## config.mk

```make
export PLATFORM = sky130hd
export DESIGN_NAME = pci_irq_router
export DESIGN_NICKNAME = d
export VERILOG_FILES = /design/src/rtl/pir_pkg.sv /design/src/rtl/pir_cfg_regs.sv /design/src/rtl/pir_route_matrix.sv /design/src/rtl/pci_irq_router.sv
export SDC_FILE = /design/constraint.sdc
export NUM_CORES = 1
export LEC_CHECK = 0
export BUFFER_PORTS_ARGS = -buffer_cell sky130_fd_sc_hd__buf_2
export CORE_ASPECT_RATIO = 0.5
export CORE_MARGIN = 3
export CORE_UTILIZATION = 54
export DETAILED_ROUTE_END_ITERATION = 10
export GPL_TIMING_DRIVEN = 0
export PLACE_DENSITY = 0.9
export RECOVER_POWER = 25
export SLEW_MARGIN = 30
export SYNTH_ARGS = -nofsm -noshare
export SYNTH_HDL_FRONTEND = slang
export SYNTH_SLANG_ARGS = --single-unit
```

## constraint.sdc

```tcl
create_clock -name clk_i -period 1.5 [get_ports clk_i]
set_input_delay 0 -clock clk_i [delete_from_list [all_inputs] [get_ports clk_i]]
set_output_delay 0 -clock clk_i [all_outputs]
set_load 0.05 [all_outputs]
```

## src/rtl/pir_pkg.sv

```systemverilog
package pir_pkg;
  localparam int NUM_PINS  = 4;
  localparam int NUM_LINES = 16;
  localparam int SEL_W     = $clog2(NUM_LINES);
  localparam int ADDR_W    = 8;
  localparam int DATA_W    = 8;
  localparam int NUM_BYTES = 3;
  localparam logic [ADDR_W-1:0] BASE_ADDR = 8'h55;
  localparam int FLAT_W    = NUM_BYTES * DATA_W;

  // byte index in routing window holding pin p's field
  function automatic int unsigned pin_byte(int unsigned p);
    case (p)
      0:       return 0;
      1, 2:    return 1;
      default: return 2;
    endcase
  endfunction

  // bit offset of pin p's field inside its byte
  function automatic int unsigned pin_lsb(int unsigned p);
    return (p == 1) ? 0 : 4;
  endfunction
endpackage

```

## src/rtl/pir_cfg_regs.sv

```systemverilog
module pir_cfg_regs
  import pir_pkg::*;
#(
  parameter int ADDR_BITS = ADDR_W,
  parameter int DATA_BITS = DATA_W,
  parameter int N_BYTES   = NUM_BYTES,
  parameter logic [ADDR_BITS-1:0] BASE = BASE_ADDR
) (
  input  logic                         clk_i,
  input  logic                         rst_ni,
  input  logic [ADDR_BITS-1:0]         addr_i,
  input  logic [DATA_BITS-1:0]         wdata_i,
  input  logic                         we_i,
  output logic [DATA_BITS-1:0]         rdata_o,
  output logic [N_BYTES*DATA_BITS-1:0] bytes_o
);
  localparam logic [ADDR_BITS-1:0] LAST = BASE + ADDR_BITS'(N_BYTES - 1);

  logic [N_BYTES-1:0] hit;
  logic               in_win;

  assign in_win = (addr_i >= BASE) && (addr_i <= LAST);

  for (genvar b = 0; b < N_BYTES; b++) begin : g_byte
    logic [DATA_BITS-1:0] q;
    assign hit[b] = (addr_i == BASE + ADDR_BITS'(b));

    always_ff @(posedge clk_i or negedge rst_ni) begin
      if (!rst_ni)               q <= '0;
      else if (we_i && hit[b])   q <= wdata_i;
    end

    assign bytes_o[b*DATA_BITS +: DATA_BITS] = q;

    AST_WR_STORE: assert property (@(posedge clk_i) disable iff (!rst_ni)
      (we_i && addr_i == BASE + ADDR_BITS'(b)) |=> q == $past(wdata_i));
  end

  always_comb begin
    rdata_o = '0;
    for (int b = 0; b < N_BYTES; b++)
      if (hit[b]) rdata_o = bytes_o[b*DATA_BITS +: DATA_BITS];
  end

  AST_MISS_HOLD: assert property (@(posedge clk_i) disable iff (!rst_ni)
    (!we_i || !in_win) |=> $stable(bytes_o));
  AST_MISS_RDZERO: assert property (@(posedge clk_i) disable iff (!rst_ni)
    !in_win |-> rdata_o == '0);
endmodule

```

## src/rtl/pir_route_matrix.sv

```systemverilog
module pir_route_matrix
  import pir_pkg::*;
#(
  parameter int N_PINS  = NUM_PINS,
  parameter int N_LINES = NUM_LINES,
  parameter int FLAT    = FLAT_W
) (
  input  logic [FLAT-1:0]    cfg_i,
  input  logic [N_PINS-1:0]  pin_i,
  output logic [N_LINES-1:0] line_o
);
  localparam int SW = $clog2(N_LINES);

  logic [N_PINS-1:0][SW-1:0]      sel;
  logic [N_LINES-1:0][N_PINS-1:0] hit;

  for (genvar p = 0; p < N_PINS; p++) begin : g_pin
    localparam int unsigned OFS = pin_byte(p) * DATA_W + pin_lsb(p);
    assign sel[p] = cfg_i[OFS +: SW];
  end

  // wired-OR of every pin aimed at a line
  for (genvar l = 0; l < N_LINES; l++) begin : g_line
    for (genvar p = 0; p < N_PINS; p++) begin : g_tap
      assign hit[l][p] = pin_i[p] && (sel[p] == SW'(l));
    end
    assign line_o[l] = |hit[l];
  end
endmodule

```

## src/rtl/pci_irq_router.sv

```systemverilog
module pci_irq_router
  import pir_pkg::*;
(
  input  logic                 clk_i,
  input  logic                 rst_ni,
  input  logic [NUM_PINS-1:0]  pin_i,
  input  logic [ADDR_W-1:0]    cfg_addr_i,
  input  logic [DATA_W-1:0]    cfg_wdata_i,
  input  logic                 cfg_we_i,
  output logic [DATA_W-1:0]    cfg_rdata_o,
  output logic [NUM_LINES-1:0] isa_irq_o
);
  logic [FLAT_W-1:0]    cfg_bytes;
  logic [NUM_LINES-1:0] line_d;
  logic [NUM_LINES-1:0] isa_q;
  logic                 live_q;

  pir_cfg_regs #(
    .ADDR_BITS(ADDR_W), .DATA_BITS(DATA_W), .N_BYTES(NUM_BYTES), .BASE(BASE_ADDR)
  ) u_cfg (
    .clk_i   (clk_i),
    .rst_ni  (rst_ni),
    .addr_i  (cfg_addr_i),
    .wdata_i (cfg_wdata_i),
    .we_i    (cfg_we_i),
    .rdata_o (cfg_rdata_o),
    .bytes_o (cfg_bytes)
  );

  pir_route_matrix #(
    .N_PINS(NUM_PINS), .N_LINES(NUM_LINES), .FLAT(FLAT_W)
  ) u_matrix (
    .cfg_i  (cfg_bytes),
    .pin_i  (pin_i),
    .line_o (line_d)
  );

  always_ff @(posedge clk_i or negedge rst_ni) begin
    if (!rst_ni) begin
      isa_q  <= '0;
      live_q <= 1'b0;
    end else begin
      isa_q  <= line_d;
      live_q <= 1'b1;
    end
  end

  assign isa_irq_o = isa_q;

  AST_QUIET_LOW: assert property (@(posedge clk_i) disable iff (!rst_ni)
    (live_q && $past(pin_i) == '0) |-> isa_irq_o == '0);
  AST_LINE_BOUND: assert property (@(posedge clk_i) disable iff (!rst_ni)
    live_q |-> $countones(isa_irq_o) <= $countones($past(pin_i)));
  AST_ANY_HIT: assert property (@(posedge clk_i) disable iff (!rst_ni)
    (live_q && $past(pin_i) != '0) |-> isa_irq_o != '0);
  AST_SINGLE_ONEHOT: assert property (@(posedge clk_i) disable iff (!rst_ni)
    (live_q && $countones($past(pin_i)) == 1) |-> $countones(isa_irq_o) == 1);
endmodule

```

==> summary.txt, run 1 <==
Run status
  – Status: complete, but fails checks
  – Failing checks: negative setup slack

Floorplanning
  – Row count: 15
  – I/O pin count: 47
  – Die area: 4840 um2
  – Core area: about 3600 um2
  – Die Wd: 95.4 um
  – Initial core utilization: 59.6%
  – Die H: 50.7 um

Final layout
  – Fraction of layout cells with a size suffix above 1: a little under half
  – Most common cell after layout, fill and taps aside: buf_2
  – Synthesis-to-layout area growth: 26.5%
  – Core Util, Final: 75.4%
  – Ant diodes: 0
  – Nets@finish: approximately 270
  – Most frequent cells in the layout: buf_2, mux2_2, dfrtp_1

STA
  – Clock skew: slightly above 0.007 ns
  – Hold Vio Cnt, Final: 0
  – Tcrit/Tclk final: 101%
  – PnR worst setup slack: -0.0143 ns
  – Actual slew at the worst max-slew pin: 0.989 ns
  – Final setup viols: 1
  – Slew Viols, Final: 0
  – Setup TNS Final: -0.0143 ns
  – Fin crit period: 1.51 ns
  – FMAX: 660 MHz
  – Slew headroom: about a third

Route
  – Drt drc: 0
  – TritonRoute pass-1 iters: 4
  – WL final: 5740 um
  – Iteration-0 DRC Markers: 123
  – Via density: 6.31
  – ANT nets after route: 0
  – Via count: 1905
  – WL per Instance: around 19 um

Critical path
  – Crit path capture type: primary output
  – CP Launch Type: register
  – Reg-to-reg startpoint: u_cfg.g_byte[0].q[6]$_DFFE_PN0P_
  – R2R Path End: isa_irq_o[0]$_DFF_PN0_
  – CP required: around 1.5 ns
  – R2r setup slk: 0.06 ns
  – Crit path capture: cfg_rdata_o[6]
  – Critical Path AT: 1.51 ns
  – R2R cell count: 3
  – Type of the worst setup path: reg -> out
  – Worst-path fanout max: 8
  – Worst setup startpoint: u_cfg.g_byte[0].q[6]$_DFFE_PN0P_

Clock network
  – Buffer levels on the longest clock path: 2
  – Sink Count: 40
  – # H-tree levels: 2
  – Root buffer cell: clkbuf_8
  – Clk_lat worst skew: 0.31 ns
  – CTS buffer count: 5
  – Clock Pin Slew Worst Setup and Hold Paths: 0.08 ns
  – CTS tree: yes

GRT
  – Initial antenna violation count: 0
  – All-Layer GR Usage: roughly a quarter
  – Vias in the first global route: 1789
  – First-pass GRT wire length: 8760 um
  – Largest net degree at the start of global routing: 41
  – GRT overflow: 0

Placement
  – # port buffers: 46
  – Post-placement setup slack: 0.0690 ns
  – HPWL Detailed: 3720 um
  – GPL Wtd Cong: ~0.9

Logic synthesis
  – Yosys reg bits: 40
  – Post-Syn Area: 2160 um2
  – Syn avg cell area: 11.7 um2
  – Area leader, netlist: dfrtp_1
  – Mapped Nets: 207
  – Mapped Cells: 184
  – Dominant cells by area after synthesis: dfrtp_1, mux2_2, a22oi_1
  – Count of cell types in the netlist: 30
  – Yosys top cell area share: between 40% and 50%
  – Synth warn: 0
  – Sequential fraction of the synthesis area: a little under half

Pwr
  – P per Cell Area: about 890 nW/um2
  – Worst vdd ir: between 500 and 600 uV
  – Leak: 1.32 nW
  – Total power: roughly 2.4 mW

Min path
  – Worst min path class: in -> reg

Job
  – MaxCap Viol Count: 0
-- worst max-delay path, stage by stage (launching register included) --
cell,delay (ns)
dfrtp_2,0.47
mux2_4,0.31
a22oi_2,0.19
nor2_1,0.08
buf_6,0.16
-- state kept, by name, summed over array words and instances, names as in the netlist --
signal,flops
u_cfg.g_byte.q,24
isa_irq_o,16
-- worst min-delay path by stage --
stage / start / endpoint / slack, ns / cells after the start
floorplan: rst_ni / isa_irq_o[0]$_DFF_PN0_ / -0.30 / 0
global placement: rst_ni / isa_irq_o[8]$_DFF_PN0_ / 0.14 / 1
detailed placement: rst_ni / isa_irq_o[8]$_DFF_PN0_ / 0.17 / 1
CTS: pin_i[0] / isa_irq_o[13]$_DFF_PN0_ / 0.13 / 3
global route: pin_i[0] / isa_irq_o[13]$_DFF_PN0_ / 0.16 / 3
finish: pin_i[0] / isa_irq_o[13]$_DFF_PN0_ / 0.15 / 3
-- synth_stat cells, drive strengths merged --
library cell and count:
buf 4, o22ai 9, nand2 7, a221o 7, o311ai 2, or3b 4
nand3 2, nand4 2, and3b 5, mux2 32, and2b 2, nand2b 7
nor3b 2, and3 6, nor2 14, nor2b 7, a311o 2, or3 1
a22oi 15, and4bb 1, o221ai 5, dfrtp 40, and2 1, nand3b 6
clkbuf 1
-- power breakdown --
part / switching (mW) / total, mW / internal [mW]
combinational: 0.203 / 0.351 / 0.148
sequential: 0.0490 / 1.17 / 1.12
clock: 0.408 / 0.900 / 0.492
-- logic make-up (layout without fill, tap and decap cells) --
| kind of cell | Yosys count | after routing | synth area share, % |
|---|---|---|---|
| buffers and inverters | 5 | 72 | 2.09 |
| flip-flops | 40 | 40 | 46.3 |
| AND/OR/NAND/NOR | 67 | 67 | 20.0 |
| AO/OA/AOI/OAI | 40 | 40 | 14.8 |
| multiplexers | 32 | 32 | 16.7 |
-- timing repair --
| action | 4_1_cts | 5_1_grt |
|---|---|---|
| buffers inserted | 0 | 5 |
| hold buffers | 9 | 0 |
| resized for setup | 6 | 13 |
| setup endpoints to repair | 3 | 5 |
| pin swaps | 0 | 2 |
| endpoints found under the hold margin | 63 | 0 |
-- per-layer routing --
layer | global-route usage [%] | routed length (um) | vias to the layer above
met5 | 0 | 0 | -
met2 | 38.7 | 2740 | 104
met4 | 8.25 | 138 | 0
met3 | 4.94 | 576 | 15
met1 | 32.2 | 2280 | 936
li1 | - | - | 850
-- through the flow --
stage | std cells | hold WS [ns] | instance area, um2
2_1_floorplan | 184 | -0.296 | 2160
3_3_place_gp | 281 | 0.143 | 2450
3_5_place_dp | 281 | 0.171 | 2450
4_1_cts | 298 | 0.134 | 2670
5_1_grt | 302 | 0.155 | 2730
6_report | 302 | 0.146 | 2730
-- final cells by class --
class,instances,area (um2)
Multi-Input combinational cell,139,1130
Sequential cell,40,1010
Fill cell,231,891
Timing Repair Buffer,60,369
Clock buffer,5,68.8
Tap cell,51,63.8
Clock inverter,3,42.5
Buffer,4,41.3
Power figures use the tool's default switching activity.
==> run 2, diff against run 1 <==
--- a/config.mk
+++ b/config.mk
@@ -8,10 +8,10 @@
 export BUFFER_PORTS_ARGS = -buffer_cell sky130_fd_sc_hd__buf_2
 export CORE_ASPECT_RATIO = 0.5
 export CORE_MARGIN = 3
-export CORE_UTILIZATION = 54
+export CORE_UTILIZATION = 58
 export DETAILED_ROUTE_END_ITERATION = 10
 export GPL_TIMING_DRIVEN = 0
-export PLACE_DENSITY = 0.9
+export PLACE_DENSITY = 0.95
 export RECOVER_POWER = 25
 export SLEW_MARGIN = 30
 export SYNTH_ARGS = -nofsm -noshare
==> constraint.sdc (replaced) <==
create_clock -name clk_i -period 1.75 [get_ports clk_i]
set_input_delay 0 -clock clk_i [delete_from_list [all_inputs] [get_ports clk_i]]
set_output_delay 0 -clock clk_i [all_outputs]
set_load 0.05 [all_outputs]
==> run 2 against run 1 <==
The run now ends clean. Global-route usage grew 1.6 points. First-iteration DRC count rose by 63%. Register-to-register slack improved by 0.20 ns. Clock power shrank 34%. Via count shrank 1.2%. Die area down 6.3%. Total power decreased by 23%. Flip-flop and latch count unchanged. Wire length fell by 4.3%. Sequential power is 14% lower. Worst setup slack better by 0.22 ns. Core utilization grew 3.0 points. Largest cell class unchanged.
==> summary.txt, run 2 (synthesized netlist as in run 1, its figures left out) <==
Route
  – Drt drc: 0 (unchanged)
  – TritonRoute pass-1 iters: 5 (+1)
  – Via density: 6.40 (+1.5%)
  – Iteration-0 DRC Markers: 201 (+63%)
  – WL per Instance: 18.7 um (-1.7%)
  – ANT nets after route: 0 (unchanged)
  – WL final: 5490 um (-4.3%)
  – Via count: 1882 (-1.2%)

Clock network
  – Buffer levels on the longest clock path: 2 (unchanged)
  – Root buffer cell: clkbuf_8
  – CTS buffer count: 5 (unchanged)
  – Clk_lat worst skew: 0.30 ns (about the same)
  – CTS Hold Buffers Added: 9 (unchanged)
  – # H-tree levels: 2 (unchanged)
  – Sink Count: 40 (unchanged)
  – CTS-repair resized insts: 0 (-6)
  – Clock Pin Slew Worst Setup and Hold Paths: 0.08 ns (about the same)
  – Setup Buffers After CTS: 0 (unchanged)
  – CTS tree: yes

STA
  – Final setup viols: 0 (-1)
  – FMAX: 646 MHz
  – Setup TNS Final: 0 ns (+0.0143 ns)
  – Fin crit period: ~1.5 ns
  – Hold Vio Cnt, Final: 0 (unchanged)
  – WHS: 0.131 ns (-0.0147 ns)
  – Actual slew at the worst max-slew pin: 0.863 ns (-0.126 ns)
  – Slew headroom: 42.4% (+8.4 points)
  – Clock skew: 0.0110 ns (+0.00371 ns)
  – Slew Viols, Final: 0 (unchanged)
  – RSZ-0062 raised after global routing: false
  – Tcrit/Tclk final: between 80% and 90%

Final layout
  – Most frequent cells in the layout: dfrtp_1, mux2_2, buf_2
  – Largest Register: u_cfg.g_byte.q
  – Nets@finish: 269 (-1.5%)
  – Max reg flops: 24 (unchanged)
  – Fraction of layout cells with a size suffix above 1: 31.3% (-15 points)
  – Most common cell after layout, fill and taps aside: dfrtp_1
  – Synthesis-to-layout area growth: 18.9%
  – Fillers: 221 (-4.3%)
  – Ant diodes: 0 (unchanged)

Critical path
  – Critical Path AT: 1.55 ns (+0.04 ns)
  – R2R Path End: isa_irq_o[1]$_DFF_PN0_
  – Crit path capture: cfg_rdata_o[7]
  – R2r setup slk: 0.26 ns (+0.20 ns)
  – Worst Path Buf+Inv: 1 (unchanged)
  – Levels on crit path: 4 (unchanged)
  – R2R cell count: 3 (unchanged)
  – CP cell instances: mux2_2 > a22oi_1 > nor2_1 > buf_2
  – Type of the worst setup path: reg -> out
  – CP required: 1.75 ns (+0.25 ns)
  – Reg-to-reg startpoint: u_cfg.g_byte[1].q[3]$_DFFE_PN0P_
  – Crit path capture type: primary output
  – Worst-path fanout max: 8 (unchanged)
  – Worst setup startpoint: u_cfg.g_byte[0].q[7]$_DFFE_PN0P_
  – Critical Path Max Stage Delay: 0.47 ns (about the same)
  – CP Launch Type: register
  – Slowest cell on crit path: dfrtp_1
  – CP delay by family, top: flip-flops

Pwr
  – P_int: 1.34 mW (-24%)
  – Worst vdd ir: 509 uV (+1.7%)
  – Seq pwr share: 53.9% (+5.5 points)
  – Logic pwr share: 14.5% (about the same)
  – Net Sw Frac: 28.2% (+0.93 points)
  – P_sw: 0.526 mW (-20%)
  – Leak: 1.21 nW (-8.3%)
  – Clk pwr share: 31.6% (-5.5 points)
  – P per Cell Area: 728 nW/um2 (-18%)

Floorplanning
  – Die area: 4540 um2 (-6.3%)
  – Initial core utilization: 65.9% (+6.3 points)
  – Core area: 3280 um2 (-9.6%)
  – Row count: 14 (-1)
  – I/O pin count: 47 (unchanged)
  – Die H: 49.1 um (-3.1%)
  – Die Wd: 92.3 um (-3.3%)

Placement
  – GPL Wtd Cong: 0.858 (-3.5%)
  – # port buffers: 46 (unchanged)
  – HPWL Detailed: 3790 um (+1.8%)

Job
  – MaxCap Viol Count: 0 (unchanged)

GRT
  – Largest net degree at the start of global routing: 41 (unchanged)
  – GRT overflow: 0 (unchanged)
  – First-pass GRT wire length: 8850 um (+0.94%)
  – All-Layer GR Usage: 25.6% (+1.6 points)
  – Initial antenna violation count: 0 (unchanged)
  – Vias in the first global route: 1791 (+0.11%)

Min path
  – Hold Startpoint: pin_i[0]
  – Worst min path class: in -> reg

Run status
  – Status: completed
-- run 2: how the worst min path moves through the flow --
stage / endpoint / slack, ns / cells after the start
after floorplan: isa_irq_o[0]$_DFF_PN0_ / -0.30 / 0
after global placement: u_cfg.g_byte[2].q[0]$_DFFE_PN0P_ / 0.13 / 1
after detailed placement: u_cfg.g_byte[2].q[0]$_DFFE_PN0P_ / 0.15 / 1
after CTS: isa_irq_o[13]$_DFF_PN0_ / 0.11 / 3
after global routing: isa_irq_o[13]$_DFF_PN0_ / 0.16 / 3
final: isa_irq_o[13]$_DFF_PN0_ / 0.13 / 3
-- run 2: area by class of cell --
type	count	area [um2]	share of cell area, %
Tap cell	48	60.1	2.34
Buffer	5	30.0	1.17
Multi-Input combinational cell	139	1090	42.6
Clock inverter	2	12.5	0.487
Sequential cell	40	1000	39.0
Clock buffer	5	68.8	2.68
Timing Repair Buffer	55	300	11.7
-- run 2: worst register-to-register path, stage by stage (launching register included) --
cell,delay (ns)
dfrtp_1,0.50
or3b_2,0.57
o22ai_1,0.20
a221o_1,0.15
-- run 2: power groups by stage --
stage | combinational, mW | sequential, mW | clock, mW
2_1_floorplan | 0.128 | 1.05 | 0
3_3_place_gp | 0.247 | 1.02 | 0
3_5_place_dp | 0.259 | 1.02 | 0
4_1_cts | 0.277 | 1.00 | 0.593
5_1_grt | 0.293 | 1.01 | 0.635
6_report | 0.272 | 1.01 | 0.591
-- run 2: through the flow --
stage	utilization (%)	cells	setup slack [ns]	area [um2]	power [mW]
floorplan	-	184	0.451	2160	1.18
global placement	74.8	278	0.355	2450	1.27
detailed placement	74.8	278	0.311	2450	1.28
CTS	80.0	294	0.224	2620	1.87
global route	78.4	294	0.0795	2570	1.94
finish	78.4	294	0.202	2570	1.87
-- run 2: metal layers --
layer  GRT usage (%)  wire, um  up-vias
met1            33.7      2380      919
met3            5.70       427       15
met2            42.0      2590      110
met5               0         0        -
li1                -         -      838
met4            8.87        96        0
==> run 3, diff against run 2 <==
--- a/config.mk
+++ b/config.mk
@@ -8,11 +8,11 @@
 export BUFFER_PORTS_ARGS = -buffer_cell sky130_fd_sc_hd__buf_2
 export CORE_ASPECT_RATIO = 0.5
 export CORE_MARGIN = 3
-export CORE_UTILIZATION = 58
+export CORE_UTILIZATION = 54
 export DETAILED_ROUTE_END_ITERATION = 10
 export GPL_TIMING_DRIVEN = 0
-export PLACE_DENSITY = 0.95
-export RECOVER_POWER = 25
+export PLACE_DENSITY = 0.9
+export RECOVER_POWER = 100
 export SLEW_MARGIN = 30
 export SYNTH_ARGS = -nofsm -noshare
 export SYNTH_HDL_FRONTEND = slang
==> run 3 against run 2 <==
Global-route usage is 2.1 points lower. Clock power is 30% higher. Total power is 9.2% higher. Sequential power barely moved. Via count shrank 2.0%. Core utilization down 6.7 points. Fmax fell by 2.8%. Worst setup slack lost 0.045 ns. Wire length decreased by 1.9%. Cell count up 1.4%. Register-to-register slack lost 0.02 ns. Combinational power is essentially flat. Largest power group unchanged.
==> summary.txt, run 3 (synthesized netlist as in run 1, its figures left out) <==
Run status
  – Status: completed

GRT
  – Largest net degree at the start of global routing: 41 (unchanged)
  – GRT overflow: 0 (unchanged)
  – First-pass GRT wire length: 8570 um (-3.1%)
  – All-Layer GR Usage: 23.5% (-2.1 points)
  – Vias in the first global route: 1779 (-0.67%)
  – Initial antenna violation count: 0 (unchanged)

STA
  – FMAX: 628 MHz (-2.8%)
  – Fin crit period: 1.59 ns (+0.0449 ns)
  – Actual slew at the worst max-slew pin: 0.999 ns (+0.136 ns)
  – Tcrit/Tclk final: 91.0% (+2.6 points)
  – Final setup viols: 0 (unchanged)
  – Hold Vio Cnt, Final: 0 (unchanged)
  – Slew Viols, Final: 0 (unchanged)
  – Slew headroom: 33.4% (-9.1 points)
  – RSZ-0062 raised after global routing: false
  – PnR worst setup slack: 0.157 ns (-0.0449 ns)
  – Clock skew: 0.00417 ns (-0.00682 ns)
  – WHS: 0.148 ns (+0.0172 ns)
  – Setup TNS Final: 0 ns (unchanged)

Floorplanning
  – Initial core utilization: 59.6% (-6.3 points)
  – Die H: 50.7 um (+3.2%)
  – Die area: 4840 um2 (+6.7%)
  – Row count: 15 (+1)
  – Die Wd: 95.4 um (+3.4%)
  – I/O pin count: 47 (unchanged)
  – Core area: 3620 um2 (+11%)

Clock network
  – CTS tree: yes
  – CTS buffer count: 5 (unchanged)
  – # H-tree levels: 2 (unchanged)
  – Root buffer cell: clkbuf_8
  – CTS Hold Buffers Added: 9 (unchanged)
  – CTS-repair resized insts: 0 (unchanged)
  – Sink Count: 40 (unchanged)
  – Buffer levels on the longest clock path: 2 (unchanged)
  – Clk_lat worst skew: 0.30 ns (about the same)
  – Setup Buffers After CTS: 0 (unchanged)
  – Clock Pin Slew Worst Setup and Hold Paths: 0.08 ns (about the same)

Route
  – TritonRoute pass-1 iters: 4 (-1)
  – Via density: 6.19 (-3.3%)
  – Iteration-0 DRC Markers: 129 (-36%)
  – WL final: 5380 um (-1.9%)
  – Drt drc: 0 (unchanged)
  – WL per Instance: 18.1 um (-3.2%)
  – ANT nets after route: 0 (unchanged)
  – Via count: 1845 (-2.0%)

Placement
  – GPL Wtd Cong: 0.889 (+3.6%)
  – HPWL Detailed: 3720 um (-1.7%)
  – # port buffers: 46 (unchanged)
  – Placed Instances: 281 (+1.1%)
  – Post-placement setup slack: 0.319 ns (+0.00829 ns)
  – Post-DP Area: 2450 um2 (+0.15%)

Final layout
  – Nets@finish: 269 (unchanged)
  – Largest Register: u_cfg.g_byte.q
  – Synthesis-to-layout area growth: 20.2%
  – Final Cell Area: 2590 um2 (+1.1%)
  – Ant diodes: 0 (unchanged)
  – Max reg flops: 24 (unchanged)
  – Fraction of layout cells with a size suffix above 1: 30.8% (-0.53 points)
  – Most common cell after layout, fill and taps aside: dfrtp_1
  – Most frequent cells in the layout: dfrtp_1, mux2_2, buf_2
  – Finished Layout Cells: 298 (+1.4%)

Job
  – MaxCap Viol Count: 0 (unchanged)

Min path
  – Worst Hold Path Cells: 3 (unchanged)
  – Worst min path class: in -> reg
  – Endpoint, Worst Hold: isa_irq_o[13]$_DFF_PN0_
  – Hold Startpoint: pin_i[0]

Critical path
  – Worst-path fanout max: 8 (unchanged)
  – R2R Path End: isa_irq_o[1]$_DFF_PN0_
  – Slowest cell on crit path: dfrtp_1
  – CP required: 1.75 ns (about the same)
  – Critical Path AT: 1.59 ns (+0.04 ns)
  – Crit path capture type: primary output
  – Type of the worst setup path: reg -> out
  – Levels on crit path: 4 (unchanged)
  – CP delay by family, top: flip-flops
  – Reg-to-reg startpoint: u_cfg.g_byte[1].q[3]$_DFFE_PN0P_
  – R2r setup slk: 0.24 ns (-0.02 ns)
  – R2R cell count: 3 (unchanged)
  – CP Launch Type: register
  – CP cell instances: mux2_2 > a22oi_1 > nor2_1 > clkbuf_2
  – Worst Path Buf+Inv: 1 (unchanged)
  – Critical Path Max Stage Delay: 0.49 ns (+0.02 ns)

Pwr
  – P per Cell Area: 787 nW/um2 (+8.0%)
  – Worst vdd ir: 426 uV (-16%)
  – Leak: 1.20 nW (-0.38%)
==> run 3: routing by layer <==
metal  up-vias  global-route usage, %  wire length (um)
met2        85                   37.7              2560
met1       903                   31.1              2280
met4         0                   9.20               114
li1        844                      -                 -
met5         -                      0                 0
met3        13                   5.39               425
==> run 3: worst reg2reg max path: cells and delay by family (launching register included) <==
family	cells	cell delay [ns]
compound gates	2	0.41
flops	1	0.48
simple gates	1	0.56
==> run 3: cell type report <==
cell class / count / area (um2)
Clock inverter: 3 / 42.5
Timing Repair Buffer: 55 / 300
Buffer: 5 / 30.0
Clock buffer: 5 / 68.8
Sequential cell: 40 / 1000
Fill cell: 260 / 1030
Tap cell: 51 / 63.8
Multi-Input combinational cell: 139 / 1090
==> run 3: per-stage QoR <==
step	power, mW	utilization [%]
2_1_floorplan	1.18	-
3_3_place_gp	1.27	67.7
3_5_place_dp	1.28	67.7
4_1_cts	2.05	73.3
5_1_grt	2.13	71.6
6_report	2.04	71.6
==> run 3: how the worst max path moves through the flow <==
stage / startpoint / to / slack [ns]
2_1_floorplan: u_cfg.g_byte[0].q[6]$_DFFE_PN0P_ / isa_irq_o[0]$_DFF_PN0_ / 0.45
3_3_place_gp: u_cfg.g_byte[0].q[6]$_DFFE_PN0P_ / isa_irq_o[0]$_DFF_PN0_ / 0.36
3_5_place_dp: u_cfg.g_byte[0].q[6]$_DFFE_PN0P_ / isa_irq_o[0]$_DFF_PN0_ / 0.32
4_1_cts: u_cfg.g_byte[0].q[6]$_DFFE_PN0P_ / cfg_rdata_o[6] / 0.20
5_1_grt: u_cfg.g_byte[0].q[6]$_DFFE_PN0P_ / cfg_rdata_o[6] / 0.12
6_report: u_cfg.g_byte[0].q[6]$_DFFE_PN0P_ / cfg_rdata_o[6] / 0.16
==> run 3: power breakdown <==
group | internal, mW | switching (mW) | total [mW]
Combinational | 0.112 | 0.157 | 0.269
Sequential | 0.961 | 0.0461 | 1.01
Clock | 0.422 | 0.344 | 0.766
